$ cat config.mk
export PLATFORM = sky130hd
export DESIGN_NAME = digit_pair_codec
export DESIGN_NICKNAME = d
export VERILOG_FILES = /design/src/rtl/codec_pkg.sv /design/src/rtl/pair_encoder.sv /design/src/rtl/pair_decoder.sv /design/src/rtl/digit_pair_codec.sv
export SDC_FILE = /design/constraint.sdc
export NUM_CORES = 1
export LEC_CHECK = 0
export BUFFER_PORTS_ARGS = -buffer_cell sky130_fd_sc_hd__buf_2
export CAP_MARGIN = 5
export CORE_UTILIZATION = 54
export DETAILED_ROUTE_END_ITERATION = 10
export GPL_TIMING_DRIVEN = 0
export PLACE_DENSITY = 0.89
export SETUP_SLACK_MARGIN = 0.1
export SLEW_MARGIN = 10
export SYNTH_ARGS = -nofsm -noshare
export SYNTH_HDL_FRONTEND = slang
export SYNTH_HIERARCHICAL = 1
export SYNTH_SLANG_ARGS = --single-unit
$ cat constraint.sdc
create_clock -name clk -period 3.3 [get_ports clk]
set_clock_uncertainty 0.2 [all_clocks]
set_input_delay 0.33 -clock clk [delete_from_list [all_inputs] [get_ports clk]]
set_output_delay 0.33 -clock clk [all_outputs]
set_load 0.02 [all_outputs]
$ cat src/rtl/codec_pkg.sv
// Package: shared constants and the link-word layout for the digit pair codec.
// Assumes characters are ASCII digits, so values fit a field of the character width.
package codec_pkg;
    localparam int              CODEC_CHAR_W = 7;
    localparam logic [6:0]      CODEC_ZERO   = 7'h30;

    // Layout of the link word: sum in the upper field, difference in the lower.
    typedef struct packed {
        logic [CODEC_CHAR_W-1:0] sum_f;
        logic [CODEC_CHAR_W-1:0] diff_f;
    } link_word_t;
endpackage

$ cat src/rtl/pair_encoder.sv
// Module: pair_encoder
// Turns two ASCII digit characters into a registered link word {sum, a-b}.
// Assumes both characters lie in '0'..'9'; the difference is two's complement.
// Holds the word when no strobe is present.
module pair_encoder #(
    parameter int                CHAR_W    = codec_pkg::CODEC_CHAR_W,
    parameter logic [CHAR_W-1:0] ZERO_CHAR = codec_pkg::CODEC_ZERO
) (
    input  logic                  clk,
    input  logic                  rst_n,
    input  logic                  src_valid,
    input  logic [CHAR_W-1:0]     src_char_a,
    input  logic [CHAR_W-1:0]     src_char_b,
    output logic [2*CHAR_W-1:0]   link_word,
    output logic                  link_valid
);
    localparam int LANES = 2;

    logic [LANES-1:0][CHAR_W-1:0] chars;
    logic [LANES-1:0][CHAR_W-1:0] vals;
    logic [CHAR_W-1:0]            sum_v;
    logic [CHAR_W-1:0]            diff_v;

    assign chars[0] = src_char_a;
    assign chars[1] = src_char_b;

    // Per-lane ASCII to digit value conversion.
    for (genvar g = 0; g < LANES; g++) begin : g_lane
        assign vals[g] = chars[g] - ZERO_CHAR;
    end

    // Sum and signed difference of the two digit values.
    always_comb begin
        sum_v  = vals[0] + vals[1];
        diff_v = vals[0] - vals[1];
    end

    // Register the link word on a strobe; the valid flag follows the strobe.
    always_ff @(posedge clk) begin
        if (!rst_n) begin
            link_word  <= '0;
            link_valid <= 1'b0;
        end else begin
            link_valid <= src_valid;
            if (src_valid) begin
                link_word <= {sum_v, diff_v};
            end
        end
    end
endmodule

$ cat src/rtl/pair_decoder.sv
// Module: pair_decoder
// Rebuilds two digits from a link word {sum, a-b} and re-emits them as ASCII.
// first = (sum + diff) / 2 and second = (sum - diff) / 2, using intermediates
// one bit wider than a field. Assumes the word came from a digit pair.
module pair_decoder #(
    parameter int                CHAR_W    = codec_pkg::CODEC_CHAR_W,
    parameter logic [CHAR_W-1:0] ZERO_CHAR = codec_pkg::CODEC_ZERO
) (
    input  logic                  clk,
    input  logic                  rst_n,
    input  logic [2*CHAR_W-1:0]   link_word,
    input  logic                  link_valid,
    output logic [CHAR_W-1:0]     pair_char_a,
    output logic [CHAR_W-1:0]     pair_char_b,
    output logic                  pair_valid
);
    localparam int LANES = 2;
    localparam int EXT_W = CHAR_W + 1;

    logic [CHAR_W-1:0]            sum_f;
    logic [CHAR_W-1:0]            diff_f;
    logic [EXT_W-1:0]             sum_x;
    logic [EXT_W-1:0]             diff_x;
    logic [LANES-1:0][CHAR_W-1:0] digs;
    logic [LANES-1:0][CHAR_W-1:0] chrs;

    assign {sum_f, diff_f} = link_word;

    // Widen: the sum is unsigned, the difference is sign-extended.
    always_comb begin
        sum_x  = {1'b0, sum_f};
        diff_x = {diff_f[CHAR_W-1], diff_f};
    end

    // Invert the transform: halve the sum and the difference of the two fields.
    always_comb begin
        digs[0] = CHAR_W'((sum_x + diff_x) >> 1);
        digs[1] = CHAR_W'((sum_x - diff_x) >> 1);
    end

    // Per-lane digit value to ASCII conversion.
    for (genvar g = 0; g < LANES; g++) begin : g_lane
        assign chrs[g] = digs[g] + ZERO_CHAR;
    end

    // Register the recovered pair when a link word arrives.
    always_ff @(posedge clk) begin
        if (!rst_n) begin
            pair_char_a <= '0;
            pair_char_b <= '0;
            pair_valid  <= 1'b0;
        end else begin
            pair_valid <= link_valid;
            if (link_valid) begin
                pair_char_a <= chrs[0];
                pair_char_b <= chrs[1];
            end
        end
    end
endmodule

$ cat src/rtl/digit_pair_codec.sv
// Module: digit_pair_codec
// Encoder and decoder joined by the 14-bit link. The link word is brought out
// so that the encoded form can be observed. Latency is one cycle to the link
// and one more cycle to the recovered characters.
module digit_pair_codec #(
    parameter int                CHAR_W    = codec_pkg::CODEC_CHAR_W,
    parameter logic [CHAR_W-1:0] ZERO_CHAR = codec_pkg::CODEC_ZERO
) (
    input  logic                  clk,
    input  logic                  rst_n,
    input  logic                  src_valid,
    input  logic [CHAR_W-1:0]     src_char_a,
    input  logic [CHAR_W-1:0]     src_char_b,
    output logic [2*CHAR_W-1:0]   link_word,
    output logic                  link_valid,
    output logic [CHAR_W-1:0]     pair_char_a,
    output logic [CHAR_W-1:0]     pair_char_b,
    output logic                  pair_valid
);
    pair_encoder #(.CHAR_W(CHAR_W), .ZERO_CHAR(ZERO_CHAR)) enc_i (
        .clk        (clk),
        .rst_n      (rst_n),
        .src_valid  (src_valid),
        .src_char_a (src_char_a),
        .src_char_b (src_char_b),
        .link_word  (link_word),
        .link_valid (link_valid)
    );

    pair_decoder #(.CHAR_W(CHAR_W), .ZERO_CHAR(ZERO_CHAR)) dec_i (
        .clk         (clk),
        .rst_n       (rst_n),
        .link_word   (link_word),
        .link_valid  (link_valid),
        .pair_char_a (pair_char_a),
        .pair_char_b (pair_char_b),
        .pair_valid  (pair_valid)
    );
endmodule

# Word level (Yosys, flattened, before mapping)
# Index checks and enable logic that the tools add are counted.
[op_classes]
add_sub_neg = 8
[op_table]
columns = ["operator", "n"]
rows = [
  ["adder 7 x 6 -> 7 bit (second input constant)", 2],
  ["subtractor 7 x 6 -> 7 bit (second input constant)", 2],
  ["adder 7 x 8 -> 8 bit", 1],
  ["subtractor 7 x 8 -> 8 bit", 1],
  ["adder 7 bit", 1],
  ["subtractor 7 bit", 1],
]
[totals]
ff_bits = 30
wordCells = 13

# Longest topological paths before layout
# Gate-level depths: netlist of the first run.
[depth]
depth_word = 2
ltp_mapped = 12

# By module
# Netlist of the first run, hierarchy kept.
[modules_own_cells]
columns = ["module", "n_inst", "cells_each", "area_each_um2", "seq_area_each_um2"]
rows = [
  ["pair_decoder", 1, 125, 1127.3, 300.3],
  ["pair_encoder", 1, 112, 959.7, 280.3],
]

# Least setup slack after synthesis of the first run
# OpenSTA, ideal clock, no wires.
[synth_timing]
path_kind = "register -> register"
startpoint = "register enc_i.link_word[7]"
endpoint = "register dec_i.pair_char_b[6]"
setup_time_ps = 134
arrival_ps = 2414
t_required_ps = 2966
path_slack_ps = 552
stages_incl_launch_ff = 13
path_buffers = 1
cell_sequence = "dfxtp_1 > buf_4 > nand2b_1 > fa_1 > a21o_2 > a21oi_1 > o21bai_1 > a21oi_1 > xnor2_1 > ha_1 > xnor2_1 > xnor2_1 > a21oi_1"
[synth_via]
elab_chain_cells = 2
[synth_rtl]
columns = ["item", "line", "text"]
rows = [
  ["from (decl)", "pair_encoder.sv:14", "output logic [2*CHAR_W-1:0] link_word,"],
  ["from (signal assigned)", "pair_encoder.sv:46", "link_word <= {sum_v, diff_v};"],
  ["subtractor 7 x 8 -> 8 bit", "pair_decoder.sv:38", "digs[1] = CHAR_W'((sum_x - diff_x) >> 1);"],
  ["adder 7 x 6 -> 7 bit", "pair_decoder.sv:43", "assign chrs[g] = digs[g] + ZERO_CHAR;"],
  ["to (signal assigned)", "pair_decoder.sv:56", "pair_char_b <= chrs[1];"],
  ["to (decl)", "pair_decoder.sv:14", "output logic [CHAR_W-1:0] pair_char_b,"],
]
# No other way between the ends.
# A chain may end at the register's enable or synchronous reset.

# Final worst setup path of the first run
# Same ends and word-level chain as after synthesis.

==> results of run 1 <==
==> per-layer routing <==
metal	track usage, %	vias up	wire length [µm]
li1	-	920	-
met1	23.1	812	1790
met2	43.0	64	2120
met3	5.00	10	204
met4	8.89	0	85
met5	0	-	0
==> synth_stat cells, types with 2 or more instances <==
| master | number | share of area (%) |
|---|---|---|
| sky130_fd_sc_hd__o21bai_1 | 3 | 1.1 |
| sky130_fd_sc_hd__a21oi_1 | 12 | 2.9 |
| sky130_fd_sc_hd__buf_1 | 2 | 0.36 |
| sky130_fd_sc_hd__o21ai_0 | 11 | 2.6 |
| sky130_fd_sc_hd__inv_1 | 25 | 4.5 |
| sky130_fd_sc_hd__nor2_1 | 27 | 4.9 |
| sky130_fd_sc_hd__a31oi_1 | 2 | 0.60 |
| sky130_fd_sc_hd__xnor2_1 | 20 | 8.4 |
| sky130_fd_sc_hd__ha_1 | 28 | 17 |
| sky130_fd_sc_hd__a21o_1 | 3 | 1.1 |
| sky130_fd_sc_hd__dfxtp_1 | 29 | 28 |
| sky130_fd_sc_hd__nor2b_1 | 3 | 0.90 |
| sky130_fd_sc_hd__xor2_1 | 2 | 0.84 |
| sky130_fd_sc_hd__clkinv_1 | 2 | 0.36 |
| sky130_fd_sc_hd__nand3_1 | 2 | 0.48 |
| sky130_fd_sc_hd__mux2i_1 | 3 | 1.4 |
| sky130_fd_sc_hd__a211oi_1 | 12 | 4.3 |
| sky130_fd_sc_hd__clkbuf_1 | 4 | 0.72 |
| sky130_fd_sc_hd__fa_1 | 4 | 3.8 |
| sky130_fd_sc_hd__nor4_1 | 2 | 0.60 |
| sky130_fd_sc_hd__nand2_1 | 6 | 1.1 |
| sky130_fd_sc_hd__o211ai_1 | 3 | 1.1 |
| sky130_fd_sc_hd__nand2b_1 | 5 | 1.5 |
| sky130_fd_sc_hd__nand3b_1 | 3 | 1.1 |
==> power groups by stage <==
stage	logic (mW)	clock network [mW]	registers, mW
4_1_cts	0.496	0.288	0.420
3_5_place_dp	0.492	0	0.428
6_report	0.495	0.281	0.420
3_3_place_gp	0.477	0	0.425
2_1_floorplan	0.331	0	0.467
5_1_grt	0.546	0.311	0.425
==> flip-flops by register name (all words and copies together), names as in the netlist <==
register / count
dec_i/pair_char_a: 7
dec_i/pair_char_b: 7
enc_i/link_word: 13
enc_i/link_valid: 1
dec_i/pair_valid: 1
==> final cells by class <==
cell class	count	area, µm²	share of cell area (%)
flip-flops and latches	29	581	23.6
well taps	48	60.1	2.44
multi-input cells	172	1360	55.2
inverters	27	101	4.11
plain buffers	9	46.3	1.88
repair buffers	46	230	9.34
clock buffers	7	86.3	3.50
==> through the flow <==
stage / cell area (µm²) / util, % / std cells
2_1_floorplan: 2090 / - / 237
3_3_place_gp: 2380 / 64.5 / 331
3_5_place_dp: 2380 / 64.5 / 331
4_1_cts: 2460 / 66.8 / 338
5_1_grt: 2460 / 66.8 / 338
6_report: 2460 / 66.8 / 338
==> worst max-delay path, cell delays in order, from the launching register on <==
cell,delay (ps)
sky130_fd_sc_hd__dfxtp_1,360
sky130_fd_sc_hd__buf_4,160
sky130_fd_sc_hd__nand2b_1,180
sky130_fd_sc_hd__fa_1,420
sky130_fd_sc_hd__a21o_2,210
sky130_fd_sc_hd__a21oi_1,250
sky130_fd_sc_hd__o21bai_1,110
sky130_fd_sc_hd__a21oi_1,180
sky130_fd_sc_hd__xnor2_1,140
sky130_fd_sc_hd__ha_1,180
sky130_fd_sc_hd__xnor2_1,130
sky130_fd_sc_hd__xnor2_1,140
sky130_fd_sc_hd__a21oi_1,80
==> kinds of logic (layout without fill, tap and decap cells) <==
logic type | count (synthesis) | count (layout) | synth area share [%]
compound gates | 59 | 59 | 20.1
flops | 29 | 29 | 27.8
mux | 3 | 3 | 1.44
simple gates | 56 | 56 | 13.7
xor+xnor | 22 | 22 | 9.23
buf+inv | 36 | 89 | 7.07
fa+ha+maj | 32 | 32 | 20.6
==> path summary, 6_finish.rpt <==
check	endpoint	depth (start not counted)	slack, ps
setup / recovery	dec_i/pair_char_b[6]$_SDFFE_PN0P_	12	430
hold / removal	enc_i/link_word[13]$_SDFFE_PN0P_	3	150
setup reg to reg	dec_i/pair_char_b[6]$_SDFFE_PN0P_	12	430
hold reg to reg	dec_i/pair_char_b[3]$_SDFFE_PN0P_	2	280
==> results.json, run 1 <==
{
  "routed-via-count": 1806,
  "placementRows": 22,
  "post_cts_resize_count": 0,
  "hold_buffers": 0,
  "antenna_cells_inserted": 0,
  "flow.area_growth_from_synthesis_pct": 18.0,
  "detailedRoute.firstIterationViolations": 80,
  "syn_nets": 286,
  "final.min_clock_period_ps": 2870,
  "io_pins": 47,
  "fp.coreArea_um2": 3690,
  "peakVddDrop_mv": 0.189,
  "post-place-ws_ps": 477,
  "timing.critical_path.from_type": "register",
  "nFillCells": 338,
  "netSwitchingFraction_pct": 35.6,
  "design_power_total_mw": 1.20,
  "hold_violations": 0,
  "htreeDepth": 2,
  "layout.cells.most_common": "sky130_fd_sc_hd__buf_2",
  "place.port_buffers": 46,
  "cap_violations": 0,
  "number_of_antenna_violations_at_the_first_check_in_global_routing": 0,
  "startpoint_of_the_most_critical_register_to_register_path": "enc_i/link_word[7]$_SDFFE_PN0P_",
  "hp-start": "rst_n",
  "place_congestion": 0.860,
  "seqPwrFrac_pct": 35.1,
  "cp_data_required_time_ps": 3240,
  "power.density_cell_area_nw_per_um2": 485,
  "dieArea_um2": 4120,
  "numCtsBuffers": 5,
  "clock_share_of_power_pct": 23.5,
  "synth.ff_latch_count": 29,
  "share_comb_of_total_power_pct": 41.4,
  "cts_tree": "done",
  "synth.yosys.seq_area_share_pct": 27.8,
  "timing.setup.critical_path_class": "reg -> reg",
  "p_sw_mw": 0.425,
  "tightest_slew_ps": 477,
  "clk_pin_slew_worst_paths_ps": 60,
  "grt_start_max_net_pins": 11,
  "wire_length_of_the_first_global_routing_pass_mm": 7.24,
  "drive_above_1_share_pct": 22.1,
  "synthesis.yosys.warnings": 6,
  "crit_path_start": "enc_i/link_word[7]$_SDFFE_PN0P_",
  "outcome": "complete, no violations",
  "hpwlAfterDp_mm": 3.42,
  "maxSlewViolCount": 0,
  "avgViaCountPerCell": 5.34,
  "dr.pass1.iters": 5,
  "cts.sinks": 29,
  "mappedNetlistArea_um2": 2090,
  "routed_wl_mm": 4.20,
  "cts-root-buf": "sky130_fd_sc_hd__clkbuf_8",
  "clk_latency_ps": 280,
  "setup_violating_endpoint_count_in_the_final_report": 0,
  "synthArstFlopShare_pct": 0,
  "synth_area_per_cell_um2": 8.81,
  "initial_cell_density_of_the_core_pct": 56.6,
  "cp_max_fo": 6,
  "maxSlewHeadroom_pct": 67.8,
  "clock.fmax_mhz": 348,
  "fin_crit_sh_pct": 87.1,
  "final.setup.tns_ps": 0,
  "gate_count_after_technology_mapping": 237,
  "synth.distinct_cells": 48,
  "synth_enable_flop_cells": 0,
  "grt.total_usage_pct": 22.4,
  "timing.final.ws_setup_ps": 426,
  "rsz0062_at_grt": "no",
  "mostFrequentLayoutCells": "sky130_fd_sc_hd__buf_2, sky130_fd_sc_hd__dfxtp_1, sky130_fd_sc_hd__ha_1",
  "routedWlPerCell_um": 12.4,
  "synth_top_flop_cell": "sky130_fd_sc_hd__dfxtp_1",
  "worst_slack_on_hold_paths_ps": 148,
  "clockBufferDepth": 2,
  "hp-class": "in -> reg",
  "timing.critical_path.arrival_ps": 2810,
  "end_kind": "register",
  "first_global_vias": 1753,
  "cts_setup_buffers": 0,
  "globalRouteOverflowTotal": 0,
  "drtAntennaViolNets": 0,
  "total_leakage_power_nw": 1.19,
  "internal-power_mw": 0.771,
  "dieWidth_um": 64.2,
  "final_net_count": 339,
  "detail_route.drc_violations": 0,
  "floorplan.die.height_um": 64.2
}
(Power assumes the default switching activity.)
==> run 2: changes to the inputs <==
--- a/config.mk
+++ b/config.mk
@@ -5,12 +5,13 @@
 export SDC_FILE = /design/constraint.sdc
 export NUM_CORES = 1
 export LEC_CHECK = 0
+export ABC_AREA = 1
 export BUFFER_PORTS_ARGS = -buffer_cell sky130_fd_sc_hd__buf_2
 export CAP_MARGIN = 5
-export CORE_UTILIZATION = 54
+export CORE_UTILIZATION = 56
 export DETAILED_ROUTE_END_ITERATION = 10
 export GPL_TIMING_DRIVEN = 0
-export PLACE_DENSITY = 0.89
+export PLACE_DENSITY = 0.9
 export SETUP_SLACK_MARGIN = 0.1
 export SLEW_MARGIN = 10
 export SYNTH_ARGS = -nofsm -noshare
==> run 2 against run 1 <==
Power decreased by 3.0%. Maximum frequency increased by 19%. Register-to-register slack improved by 450 ps. Worst setup slack improved by 450 ps. Utilization increased by 1.4 points. Clock-buffer cell count increased by 1. Sequential cell count unchanged. Clock power decreased by 3%. Via count increased by 28%. Synthesized cell count increased by 58%. Sequential power decreased by 3%. Highest routed layer unchanged.
==> results.json, run 2 <==
{
  "dieArea_um2": 4590,
  "timing.critical_path.slowest_cell_delay_ps": 380,
  "synth_common_cells": "sky130_fd_sc_hd__nand2_1, sky130_fd_sc_hd__inv_1, sky130_fd_sc_hd__nor2_1",
  "end_kind": "register",
  "largest-register": "enc_i/link_word",
  "place.detailed.instances": 470,
  "globalRouteOverflowTotal": 0,
  "peakVddDrop_mv": 0.163,
  "htreeDepth": 2,
  "power.density_cell_area_nw_per_um2": 416,
  "routed_wl_mm": 4.77,
  "grt.total_usage_pct": 23.0,
  "layout.cells.most_common": "sky130_fd_sc_hd__nand2_1",
  "routedWlPerCell_um": 9.97,
  "detailedRoute.firstIterationViolations": 51,
  "cts-root-buf": "sky130_fd_sc_hd__clkbuf_8",
  "synthArstFlopShare_pct": 0,
  "drive_above_1_share_pct": 15.9,
  "netlist.area_leader.share_pct": 24.0,
  "avgViaCountPerCell": 4.82,
  "synth_enable_flop_cells": 0,
  "gate_count_after_technology_mapping": 375,
  "final_net_count": 476,
  "rsz0062_at_grt": "no",
  "synth_area_per_cell_um2": 6.45,
  "synthesis.yosys.warnings": 6,
  "largest_reg_flops": 13,
  "grt_start_max_net_pins": 16,
  "cap_violations": 0,
  "cts_setup_buffers": 0,
  "place.port_buffers": 45,
  "timing.setup.critical_path_class": "reg -> reg",
  "detail_route.drc_violations": 0,
  "mappedNetlistArea_um2": 2420,
  "cp_data_required_time_ps": 3280,
  "first_global_vias": 2021,
  "synth_top_flop_cell": "sky130_fd_sc_hd__dfxtp_1",
  "maxSlewViolCount": 0,
  "wire_length_of_the_first_global_routing_pass_mm": 7.97,
  "placementRows": 23,
  "design_power_total_mw": 1.16,
  "fin_crit_sh_pct": 73.3,
  "final.min_clock_period_ps": 2420,
  "cts_tree": "done",
  "hold_violations": 0,
  "hp-class": "in -> reg",
  "fp.coreArea_um2": 4090,
  "cts.sinks": 29,
  "post_synth_main_area_contributors": "sky130_fd_sc_hd__dfxtp_1, sky130_fd_sc_hd__ha_1, sky130_fd_sc_hd__nand2_1, sky130_fd_sc_hd__inv_1, sky130_fd_sc_hd__nor2_1",
  "clockBufferDepth": 2,
  "final_cell_count_no_fill": 478,
  "hold_buffers": 0,
  "outcome": "complete, no violations",
  "syn_nets": 424,
  "mostFrequentLayoutCells": "sky130_fd_sc_hd__nand2_1, sky130_fd_sc_hd__inv_1, sky130_fd_sc_hd__nor2_1",
  "nFillCells": 380,
  "clk_latency_ps": 280,
  "cp_max_fo": 7,
  "reg.largest.list": "enc_i/link_word (13), dec_i/pair_char_a (7), dec_i/pair_char_b (7)",
  "crit_path_frequent_cell": "sky130_fd_sc_hd__nand2_1",
  "routed-via-count": 2306,
  "drtAntennaViolNets": 0,
  "hpwlAfterDp_mm": 3.89,
  "clk_pin_slew_worst_paths_ps": 60,
  "io_pins": 47,
  "synth.ff_latch_count": 29,
  "flow.area_growth_from_synthesis_pct": 15.2,
  "synth.distinct_cells": 23,
  "place_congestion": 0.890,
  "post-synth-top-count-cell": "sky130_fd_sc_hd__nand2_1",
  "clock.fmax_mhz": 413,
  "tightest_slew_ps": 420,
  "number_of_antenna_violations_at_the_first_check_in_global_routing": 0,
  "dr.pass1.iters": 4,
  "total_leakage_power_nw": 1.74,
  "cp_cell_sequence": "inv_1 > ha_1 > buf_6 > inv_2 > a21oi_1 > nand2_1 > nand2_1 > nand2_1 > nand2_1 > nand2_1 > ha_1 > xnor2_1 > inv_1 > nand2_1 > nand3_1 > nand2_1 > inv_1",
  "synth.yosys.seq_area_share_pct": 24.0,
  "numCtsBuffers": 5,
  "setup_violating_endpoint_count_in_the_final_report": 0,
  "timing.reg2reg.setup_slack_ps": 880,
  "maxSlewHeadroom_pct": 71.7,
  "post_cts_resize_count": 0,
  "initial_cell_density_of_the_core_pct": 59.2,
  "dieWidth_um": 67.7,
  "antenna_cells_inserted": 0,
  "final.setup.tns_ps": 0,
  "timing.critical_path.arrival_ps": 2400,
  "synth_top_cell_by_area": "sky130_fd_sc_hd__dfxtp_1",
  "floorplan.die.height_um": 67.7,
  "timing.critical_path.from_type": "register",
  "cell_with_the_biggest_individual_delay_on_the_critical_path": "sky130_fd_sc_hd__dfxtp_1"
}
[run 2: worst max-delay path, delay by kind of cell (launching register included)]
kind / cells / cell delay [ps]
compound gates: 1 / 120
xor+xnor: 1 / 180
simple gates: 8 / 600
flops: 1 / 380
fa+ha+maj: 2 / 500
buf+inv: 5 / 340
[run 2: metrics by stage]
stage	instance area (µm²)	hold WS, ps	util (%)	setup WS [ps]
6_report	2790	169	68.2	880
5_1_grt	2790	194	68.2	647
4_1_cts	2790	167	68.2	886
3_5_place_dp	2710	286	66.3	905
3_3_place_gp	2710	258	66.3	953
2_1_floorplan	2420	228	-	925
[run 2: final timing paths]
check,start,end,cells past startpoint
min reg2reg,dec_i/pair_char_b[3]$_SDFFE_PN0P_,dec_i/pair_char_b[3]$_SDFFE_PN0P_,2
max reg2reg,enc_i/link_word[2]$_SDFFE_PN0P_,dec_i/pair_char_a[6]$_SDFFE_PN0P_,17
min,src_char_b[0],enc_i/link_word[7]$_SDFFE_PN0P_,3
max,enc_i/link_word[2]$_SDFFE_PN0P_,dec_i/pair_char_a[6]$_SDFFE_PN0P_,17
[run 2: area by class of cell]
class / instances / area [µm²] / area share [%]
Tap cell: 50 / 62.6 / 2.24
Inverter: 79 / 297 / 10.6
Multi-Input combinational cell: 257 / 1460 / 52.4
Sequential cell: 29 / 581 / 20.8
Buffer: 10 / 81.3 / 2.92
Clock buffer: 8 / 80.1 / 2.87
Timing Repair Buffer: 45 / 225 / 8.08
[run 2: power breakdown]
group          switching (mW)  internal [mW]  leakage [nW]
Clock                   0.123          0.149        0.0395
Combinational           0.294          0.185          1.46
Sequential             0.0265          0.383         0.240
[run 2: cell families (layout without fill, tap and decap cells)]
logic type                 after synthesis  after routing  synth area share (%)
and+or+nand+nor                        171            171                  29.0
AOI/OAI and AO/OA                       40             40                  8.58
buffers and inverters                   89            142                  15.6
DFF                                     29             29                  24.0
xor gates and xnor gates                14             14                  5.07
adders and majority gates               32             32                  17.8
[run 2: metal layers]
metal	global-route usage, %	vias up	part of all wire, %
met3	3.21	7	4.1
met5	0	-	0
li1	-	1238	-
met1	23.8	1004	43
met2	44.8	57	52
met4	10.1	0	0.88
